**src/rtl/bp_pkg.sv**
```systemverilog
package bp_pkg;
  parameter int XLEN      = 32;
  parameter int HIST_W    = 6;
  parameter int BTB_IDX_W = 5;
  parameter int RAS_DEPTH = 16;

  localparam int PHT_N  = 1 << HIST_W;
  localparam int BTB_N  = 1 << BTB_IDX_W;
  localparam int TAG_W  = XLEN - BTB_IDX_W - 2;
  localparam int RAS_PW = $clog2(RAS_DEPTH);
  localparam int RAS_CW = RAS_PW + 1;

  typedef struct packed {
    logic              phtWr;
    logic              phtUp;
    logic              btbWr;
    logic              rasWr;
    logic [RAS_PW-1:0] rasWrPtr;
    logic [RAS_PW-1:0] rasTopPtr;
    logic              rasOverride;
  } bpStrobe_t;
endpackage

```
**src/rtl/bp_ctrl.sv**
```systemverilog
module bp_ctrl
  import bp_pkg::*;
(
  input  logic              clk,
  input  logic              rstN,
  input  logic              retireValid,
  input  logic              retireTaken,
  input  logic              resolveValid,
  input  logic              pushValid,
  input  logic              popValid,
  output bpStrobe_t         strobe,
  output logic [HIST_W-1:0] ghr,
  output logic [RAS_CW-1:0] rasCnt
);
  logic [RAS_PW-1:0] rasPtr;   // next free slot
  logic              popOk;
  logic              rasFull;

  assign popOk   = popValid && (rasCnt != '0);
  assign rasFull = (rasCnt == RAS_CW'(RAS_DEPTH));

  always_comb begin
    strobe.phtWr       = retireValid;
    strobe.phtUp       = retireTaken;
    strobe.btbWr       = resolveValid;
    strobe.rasWr       = pushValid;
    // push alone writes the free slot; push with pop rewrites the top
    strobe.rasWrPtr    = popOk ? rasPtr - 1'b1 : rasPtr;
    strobe.rasTopPtr   = rasPtr - 1'b1;
    strobe.rasOverride = popOk;
  end

  always_ff @(posedge clk) begin
    if (!rstN) begin
      ghr    <= '0;
      rasPtr <= '0;
      rasCnt <= '0;
    end else begin
      if (retireValid) ghr <= {ghr[HIST_W-2:0], retireTaken};
      if (pushValid && !popOk) begin
        rasPtr <= rasPtr + 1'b1;
        if (!rasFull) rasCnt <= rasCnt + 1'b1;
      end else if (popOk && !pushValid) begin
        rasPtr <= rasPtr - 1'b1;
        rasCnt <= rasCnt - 1'b1;
      end
    end
  end
endmodule

```
**src/rtl/bp_dpath.sv**
```systemverilog
module bp_dpath
  import bp_pkg::*;
(
  input  logic              clk,
  input  logic              rstN,
  input  bpStrobe_t         strobe,
  input  logic [HIST_W-1:0] ghr,
  input  logic [XLEN-1:0]   fetchPc,
  input  logic [XLEN-1:0]   retirePc,
  input  logic [XLEN-1:0]   resolvePc,
  input  logic [XLEN-1:0]   resolveTarget,
  input  logic              resolveUncond,
  input  logic [XLEN-1:0]   pushPc,
  output logic              predTaken,
  output logic [XLEN-1:0]   predTarget,
  output logic              predUncond
);
  logic [1:0]      pht       [PHT_N];
  logic            btbValid  [BTB_N];
  logic [TAG_W-1:0] btbTag   [BTB_N];
  logic [XLEN-1:0] btbTarget [BTB_N];
  logic            btbUncond [BTB_N];
  logic [XLEN-1:0] rasMem    [RAS_DEPTH];

  logic [HIST_W-1:0]    wIdx, fIdx;
  logic [BTB_IDX_W-1:0] bIdx, rIdx;
  logic [1:0]           wCur;
  logic                 hit;
  logic [XLEN-1:0]      seqPc;

  assign wIdx  = retirePc[HIST_W+1:2] ^ ghr;
  assign fIdx  = fetchPc[HIST_W+1:2] ^ ghr;
  assign bIdx  = fetchPc[BTB_IDX_W+1:2];
  assign rIdx  = resolvePc[BTB_IDX_W+1:2];
  assign wCur  = pht[wIdx];
  assign seqPc = fetchPc + XLEN'(4);
  assign hit   = btbValid[bIdx] && (btbTag[bIdx] == fetchPc[XLEN-1:BTB_IDX_W+2]);

  // counter table with saturating update
  always_ff @(posedge clk) begin
    if (!rstN) begin
      for (int i = 0; i < PHT_N; i++) pht[i] <= 2'b01;
    end else if (strobe.phtWr) begin
      if (strobe.phtUp && wCur != 2'b11)       pht[wIdx] <= wCur + 2'b01;
      else if (!strobe.phtUp && wCur != 2'b00) pht[wIdx] <= wCur - 2'b01;
    end
  end

  // target buffer: only valid bits need reset
  always_ff @(posedge clk) begin
    if (!rstN) begin
      for (int i = 0; i < BTB_N; i++) btbValid[i] <= 1'b0;
    end else if (strobe.btbWr) begin
      btbValid[rIdx] <= 1'b1;
    end
  end

  always_ff @(posedge clk) begin
    if (strobe.btbWr) begin
      btbTag[rIdx]    <= resolvePc[XLEN-1:BTB_IDX_W+2];
      btbTarget[rIdx] <= resolveTarget;
      btbUncond[rIdx] <= resolveUncond;
    end
  end

  // return stack storage
  always_ff @(posedge clk) begin
    if (strobe.rasWr) rasMem[strobe.rasWrPtr] <= pushPc + XLEN'(4);
  end

  always_comb begin
    predTaken  = 1'b0;
    predTarget = seqPc;
    predUncond = 1'b0;
    if (strobe.rasOverride) begin
      predTaken  = 1'b1;
      predTarget = rasMem[strobe.rasTopPtr];
      predUncond = 1'b1;
    end else if (hit) begin
      predUncond = btbUncond[bIdx];
      predTaken  = btbUncond[bIdx] | pht[fIdx][1];
      if (predTaken) predTarget = btbTarget[bIdx];
    end
  end
endmodule

```
**src/rtl/gshare_bp.sv**
```systemverilog
module gshare_bp
  import bp_pkg::*;
(
  input  logic            clk,
  input  logic            rstN,
  input  logic [XLEN-1:0] fetchPc,
  input  logic            popValid,
  input  logic            pushValid,
  input  logic [XLEN-1:0] pushPc,
  input  logic            retireValid,
  input  logic [XLEN-1:0] retirePc,
  input  logic            retireTaken,
  input  logic            resolveValid,
  input  logic [XLEN-1:0] resolvePc,
  input  logic [XLEN-1:0] resolveTarget,
  input  logic            resolveUncond,
  output logic            predTaken,
  output logic [XLEN-1:0] predTarget,
  output logic            predUncond
);
  bpStrobe_t         strobe;
  logic [HIST_W-1:0] ghr;
  logic [RAS_CW-1:0] rasCnt;

  bp_ctrl uCtrl (
    .clk(clk), .rstN(rstN),
    .retireValid(retireValid), .retireTaken(retireTaken),
    .resolveValid(resolveValid), .pushValid(pushValid), .popValid(popValid),
    .strobe(strobe), .ghr(ghr), .rasCnt(rasCnt)
  );

  bp_dpath uDpath (
    .clk(clk), .rstN(rstN), .strobe(strobe), .ghr(ghr),
    .fetchPc(fetchPc), .retirePc(retirePc),
    .resolvePc(resolvePc), .resolveTarget(resolveTarget),
    .resolveUncond(resolveUncond), .pushPc(pushPc),
    .predTaken(predTaken), .predTarget(predTarget), .predUncond(predUncond)
  );
endmodule

```
**config.mk**
```make
export PLATFORM = sky130hd
export DESIGN_NAME = gshare_bp
export DESIGN_NICKNAME = d
export VERILOG_FILES = /design/src/rtl/bp_pkg.sv /design/src/rtl/bp_ctrl.sv /design/src/rtl/bp_dpath.sv /design/src/rtl/gshare_bp.sv
export SDC_FILE = /design/constraint.sdc
export NUM_CORES = 2
export LEC_CHECK = 0
export ABC_AREA = 1
export ABC_CLOCK_PERIOD_IN_PS = 9000
export CELL_PAD_IN_SITES_DETAIL_PLACEMENT = 0
export CELL_PAD_IN_SITES_GLOBAL_PLACEMENT = 2
export CORE_ASPECT_RATIO = 0.6
export CORE_UTILIZATION = 47
export CTS_CLUSTER_SIZE = 20
export DETAILED_ROUTE_END_ITERATION = 10
export MAX_ROUTING_LAYER = met4
export PLACE_DENSITY = 0.93
export RECOVER_POWER = 25
export SLEW_MARGIN = 10
export SYNTH_ARGS = -nofsm -noshare
export SYNTH_HDL_FRONTEND = slang
export SYNTH_SLANG_ARGS = --single-unit
```
**constraint.sdc**
```tcl
create_clock -name clk -period 9 [get_ports clk]
set_clock_uncertainty 0.15 [all_clocks]
set_input_delay 0.9 -clock clk [delete_from_list [all_inputs] [get_ports clk]]
set_output_delay 0.9 -clock clk [all_outputs]
set_load 0.02 [all_outputs]
```
### Word level (Yosys, flattened, before mapping)

Memory sizes are Yosys's and may differ from the RTL's.
Cells that the tools add are included.

| storage, ports and cells | value |
|---|---|
| bits of input ports | 168 |
| word-level logic and storage cells | 76 |
| RAM bits | 2528 |
| register bits | 15 |
| output and inout bits | 34 |
| memories | 6 |

| operators by class | value |
|---|---|
| reductions and logical operators | 15 |
| $add $sub $neg | 8 |
| bitwise gates (word level) | 4 |
| equal/unequal tests | 4 |
| multiplexer cells | 36 |

Memory list:

| name | depth | width | rd ports | clocked after memory_dff | wr ports | RTL line | text |
|---|---|---|---|---|---|---|---|
| uDpath.btbTarget | 32 | 32 | 1 | 0 | 1 | bp_dpath.sv:21 | `logic [XLEN-1:0] btbTarget [BTB_N];` |
| uDpath.btbTag | 32 | 25 | 1 | 0 | 1 | bp_dpath.sv:20 | `logic [TAG_W-1:0] btbTag [BTB_N];` |
| uDpath.rasMem | 16 | 32 | 1 | 0 | 1 | bp_dpath.sv:23 | `logic [XLEN-1:0] rasMem [RAS_DEPTH];` |
| uDpath.pht | 64 | 2 | 2 | 0 | 64 | bp_dpath.sv:18 | `logic [1:0] pht [PHT_N];` |
| uDpath.btbUncond | 32 | 1 | 1 | 0 | 1 | bp_dpath.sv:22 | `logic btbUncond [BTB_N];` |
| uDpath.btbValid | 32 | 1 | 1 | 0 | 32 | bp_dpath.sv:19 | `logic btbValid [BTB_N];` |

Operators by type and width:

| cell | number |
|---|---|
| $mux W32 | 3 |
| $add A32 B3 Y32 const B | 2 |
| $eq A25 B25 Y1 | 1 |
| $mux W1 | 23 |
| $mux W5 | 4 |
| $mux W4 | 3 |
| $xor A6 B6 Y6 | 2 |
| $logic_and A1 B1 Y1 | 6 |
| $mux W6 | 1 |
| $add A5 B1 Y5 const B | 1 |
| $eq A5 B5 Y1 const B | 1 |
| $reduce_bool A5 Y1 | 1 |
| $sub A5 B1 Y5 const B | 1 |
| $add A4 B1 Y4 const B | 1 |
| $mux W2 | 2 |
| $ne A2 B2 Y1 const B | 2 |
| $reduce_bool A2 Y1 | 2 |
| $sub A4 B1 Y4 const B | 1 |
| $logic_not A1 Y1 | 3 |
| $add A2 B1 Y2 const B | 1 |
| $or A1 B1 Y1 | 2 |
| $reduce_and A2 Y1 | 1 |
| $reduce_or A2 Y1 | 1 |
| $sub A2 B1 Y2 const B | 1 |
| $reduce_or A1 Y1 | 1 |

### Logic depth before layout (Yosys ltp)

An unclocked memory read counts as a cell.

| logic depth | value |
|---|---|
| word-level depth | 12 |
| depth in mapped cells | 24 |
| mapped depth without buffers | 20 |

### By module

From an unflattened synthesis, not the netlist that was laid out.

| second synthesis, totals | value |
|---|---|
| cells, all modules | 8845 |
| area total of the unflattened synthesis | 105527.5 um^2 |

By module, submodules not included:

| module | instances | area each (um^2) | sequential area each (um^2) | cells an instance |
|---|---|---|---|---|
| bp_dpath | 1 | 104519.0 | 75592.5 | 8702 |
| bp_ctrl | 1 | 1008.5 | 300.3 | 143 |

### Least setup slack after synthesis

OpenSTA, ideal clock, no wires.

| path | value |
|---|---|
| path type | input to register |
| from | in resolvePc[4] |
| to | mem uDpath.btbTag[28][0] (netlist name) (enable) |
| required time | 8.375 ns |
| slack | 4.698 ns |
| cell stages on the path | 4 |
| setup time | 0.475 ns |
| arrival time | 3.677 ns |
| path buffers | 0 |
| path through | inv_1 -> nor3_1 -> inv_1 -> nor2_1 |

RTL lines:

| what | RTL line | text |
|---|---|---|
| start, declared | gshare_bp.sv:14 | `input logic [XLEN-1:0] resolvePc,` |
| end, declared | bp_dpath.sv:20 |  |

Straight into the memory's write port.

### Worst setup path in the final report

| path | value |
|---|---|
| from | in fetchPc[5] |
| to | out predTarget[26] |

| between the ends | value |
|---|---|
| word-level cells in the longest chain between the ends | 6 |
| elaborated cells between the ends (all ways) | 13 |
| classes of those cells | add/sub: 1; eq/ne: 1; mux: 3; bitwise: 2; reduce/logical: 1; memory: 5 |

RTL lines:

| what | RTL line | text |
|---|---|---|
| start, declared | gshare_bp.sv:6 | `input logic [XLEN-1:0] fetchPc,` |
| $xor A6 B6 Y6 | bp_dpath.sv:32 | `assign fIdx = fetchPc[HIST_W+1:2] ^ ghr;` |
| $mem_v2 Z64 W2 | - |  |
| $or A1 B1 Y1 | bp_dpath.sv:81 | `predTaken = btbUncond[bIdx] \| pht[fIdx][1];` |
| $mux W32 | bp_dpath.sv:82 | `if (predTaken) predTarget = btbTarget[bIdx];` |
| $mux W32 (*) | bp_dpath.sv:79 | `end else if (hit) begin` |
| $mux W32 (*) | bp_dpath.sv:75 | `if (strobe.rasOverride) begin` |
| end, declared | gshare_bp.sv:18 | `output logic [XLEN-1:0] predTarget,` |

Every way passes the cells marked *; elsewhere a longest branch is shown, timed or not.

==> flow_metrics.py <==
metrics = {
    "status": {
        "status": "completed",
    },
    "synthesis": {
        "synth-compound-area-share_pct": 9.10,
        "synth-simple-area-share_pct": 14.8,
        "ys_seq_elements": 2543,
        "syn_avg_cell_area_sq_um": 11.8,
        "synthXorXnorAreaFrac_pct": 0.641,
        "syn_nets": 9093,
        "synth.distinct_cells": 43,
        "synth_edf_count": 2496,
        "synth-main-ff-cell": "edfxtp_1",
        "ys_async_sr_fraction_pct": 0,
        "netlist_area_sq_um": 105000,
        "ys_warn_count": 0,
        "muxShareOfSynthArea_pct": 0,
        "synthCells": 8915,
        "yosys.area_share.adder_pct": 0.126,
        "synth_top_family_by_area": "simple AND/OR/NAND/NOR gates",
        "yosysSeqAreaShare_pct": 72.1,
    },
    "grt": {
        "overflow": 0,
        "grt_pass1_vias": 66900,
        "grt_pass1_wl_mm": 459,
        "antenna_found_initial": 43,
        "grt.total_usage_pct": 28.5,
        "grt_max_degree": 186,
    },
    "cts": {
        "cts_setup_buffers": 0,
        "clkSinkCount": 2543,
        "cts_max_level": 4,
        "cts_buffer_depth": 4,
        "cts_root_buf": "clkbuf_16",
        "cts_resized": 0,
        "clk_latency_ns": 0.86,
        "cts_tree": "built",
        "clk_pin_slew_ns": 0.06,
        "cts_buffers": 226,
        "cts-hold-fix-buffers": 0,
    },
    "setup_path": {
        "worstPathRequired_ns": 7.95,
        "arrival_ns": 6.37,
        "critPathKind": "primary input to output pin",
        "critPathCaptureType": "output pin",
        "startpoint_type": "primary input",
        "crit_fanout": 56,
    },
    "detailed_routing": {
        "vias": 72400,
        "drt_iter0_drc": 11300,
        "ant_nets": 0,
        "wirelength_mm": 319,
        "viasPerCell": 5.99,
        "dr.pass1.iters": 6,
        "drcViolationCount": 0,
        "wl_per_cell_um": 26.4,
    },
    "final_layout": {
        "final_common_cell": "edfxtp_1",
        "area_delta_synth_final_pct": 11.5,
        "fill_cells": 18600,
        "final_layout_size_suffix_gt1_share_pct": 7.31,
        "layout_common_cells": "2496 x edfxtp_1, 1535 x nand2_1, 1400 x nor2_1",
        "finalNonFillerCells": 12100,
        "nets": 9079,
        "stdcell_area_sq_um": 117000,
    },
    "placed_design": {
        "io_buffers": 173,
        "dpl.hpwl_mm": 174,
        "place_congestion": 0.875,
        "dp.cells": 11700,
        "place_area_sq_um": 110000,
    },
    "power": {
        "p_clk_share_pct": 33.7,
        "irDropWorstVdd_v": 0.000286,
        "power.density_nw_per_um2": 241,
        "power_w": 0.0283,
        "switchingPower_w": 0.00821,
        "pwr-share-seq_pct": 48.0,
        "power.leakage_nw": 39.6,
        "p_sw_share_pct": 29.0,
        "internal_power_w": 0.0201,
        "combPwrFrac_pct": 18.3,
    },
    "timing": {
        "post-route-period-util_pct": 82.4,
        "final-max-slew-violation-count": 0,
        "maxSlewHeadroom_pct": 12.1,
        "fin_crit_ns": 7.42,
        "tightest_slew_ns": 1.32,
        "hold_violations": 0,
        "setup_violations": 0,
        "rsz0062_at_grt": "no",
        "clock.fmax_mhz": 135,
        "fin_setup_tns_ns": 0,
    },
    "floorplan": {
        "rows": 134,
        "pin_count": 202,
        "coreArea_sq_um": 222000,
        "die_y_um": 369,
        "chipWidth_um": 613,
        "fp.dieArea_sq_um": 226000,
        "initial_core_util_pct": 47.3,
    },
    "job": {
        "maxCapViolCount": 0,
    },
    "hold_path": {
        "hp-class": "flop to flop",
    },
}
==> Yosys cell counts (all sizes together) (2+ instances only) <==
library cell  count  area (sq um)
nand2          1541          5790
nor4              2          12.5
a21oi           105           526
o211ai           61           458
buf             214          1060
inv             250           938
o221a             9           101
xnor2            20           190
o311ai            2          17.5
ha                9           113
o21ai          1053          5270
nand3           636          3480
nor3             26           130
nand4            88           551
o221ai          141          1230
nand3b            9          67.6
o21bai            5          37.5
o21a              2          15.0
xor2             51           484
dfxtp            47           941
or2              17           106
o22ai           258          1610
a31oi            37           231
clkinv            3          11.3
clkbuf          373          1400
edfxtp         2496         75000
a22oi             6          45.0
nor2           1450          5450
==> worst max-delay path, cell delays in order <==
cell and delay, ns:
clkdlybuf4s50_1 0.83, nand2_1 0.27, inv_6 0.68, o311ai_0 0.27
o211ai_1 0.16, nand2_1 0.12, nand2_1 0.42, nand3_2 0.75
nand3_1 0.32, buf_4 0.42, nand2_1 0.11, nand2_1 0.10
nand2_1 0.15, nand2_1 0.11, clkdlybuf4s50_1 0.64
==> kinds of logic after synthesis <==
kind of cell,Yosys count
simple gates,3769
flops,2543
compound gates,1682
buf+inv,840
xor+xnor,71
fa+ha+maj,10
==> flip-flops by register name, summed over array words and instances (netlist names) <==
name              flops
uCtrl.ghr             6
uCtrl.rasCnt          5
uCtrl.rasPtr          4
uDpath.btbTag       800
uDpath.btbTarget   1024
uDpath.btbUncond     32
uDpath.btbValid      32
uDpath.pht          128
uDpath.rasMem       512
==> metal layers <==
layer	vias up	routed length, um	global-route usage (%)	part of all wire (%)
met4	0	8340	7.20	2.6
li1	32000	-	-	-
met2	4288	136000	39.9	43
met3	529	37900	5.20	12
met1	35700	137000	43.0	43
met5	-	0	-	0
==> stage by stage <==
stage	hold WS (ns)	utilization [%]	worst slack, ns
2_1_floorplan	0.290	-	4.70
3_3_place_gp	0.299	49.6	1.70
3_5_place_dp	0.308	49.6	1.66
4_1_cts	0.322	52.7	1.66
5_1_grt	0.339	52.8	1.33
6_report	0.322	52.8	1.58
==> layout make-up <==
cell class / instances / area [sq um] / share of cell area, %
diodes: 29 / 72.6 / 0.0618
clock buffers: 280 / 5960 / 5.08
clock inverters: 116 / 1070 / 0.910
inverters: 253 / 990 / 0.843
multi-input cells: 5532 / 26500 / 22.5
flip-flops and latches: 2543 / 75900 / 64.6
well taps: 2992 / 3740 / 3.19
repair buffers: 345 / 3240 / 2.76
==> power groups by stage <==
stage	clock, W	combinational (W)	sequential [W]
final	0.00955	0.00519	0.0136
after global routing	0.0101	0.00556	0.0136
after CTS	0.00961	0.00508	0.0136
after detailed placement	0	0.00506	0.0138
after global placement	0	0.00497	0.0138
after floorplan	0	0.00294	0.0138
==> worst paths after layout <==
check | cells past startpoint | end | start | slack, ns
worst max-delay path | 15 | predTarget[26] | fetchPc[5] | 1.58
worst min-delay path | 2 | uDpath.btbValid[31] | uDpath.btbValid[31] | 0.32
worst max register to register | 21 | uDpath.pht[60][1] | uCtrl.ghr[0] | 3.79
worst min register to register | 2 | uDpath.btbValid[31] | uDpath.btbValid[31] | 0.32
No activity file was read; power rests on OpenSTA's default activity.
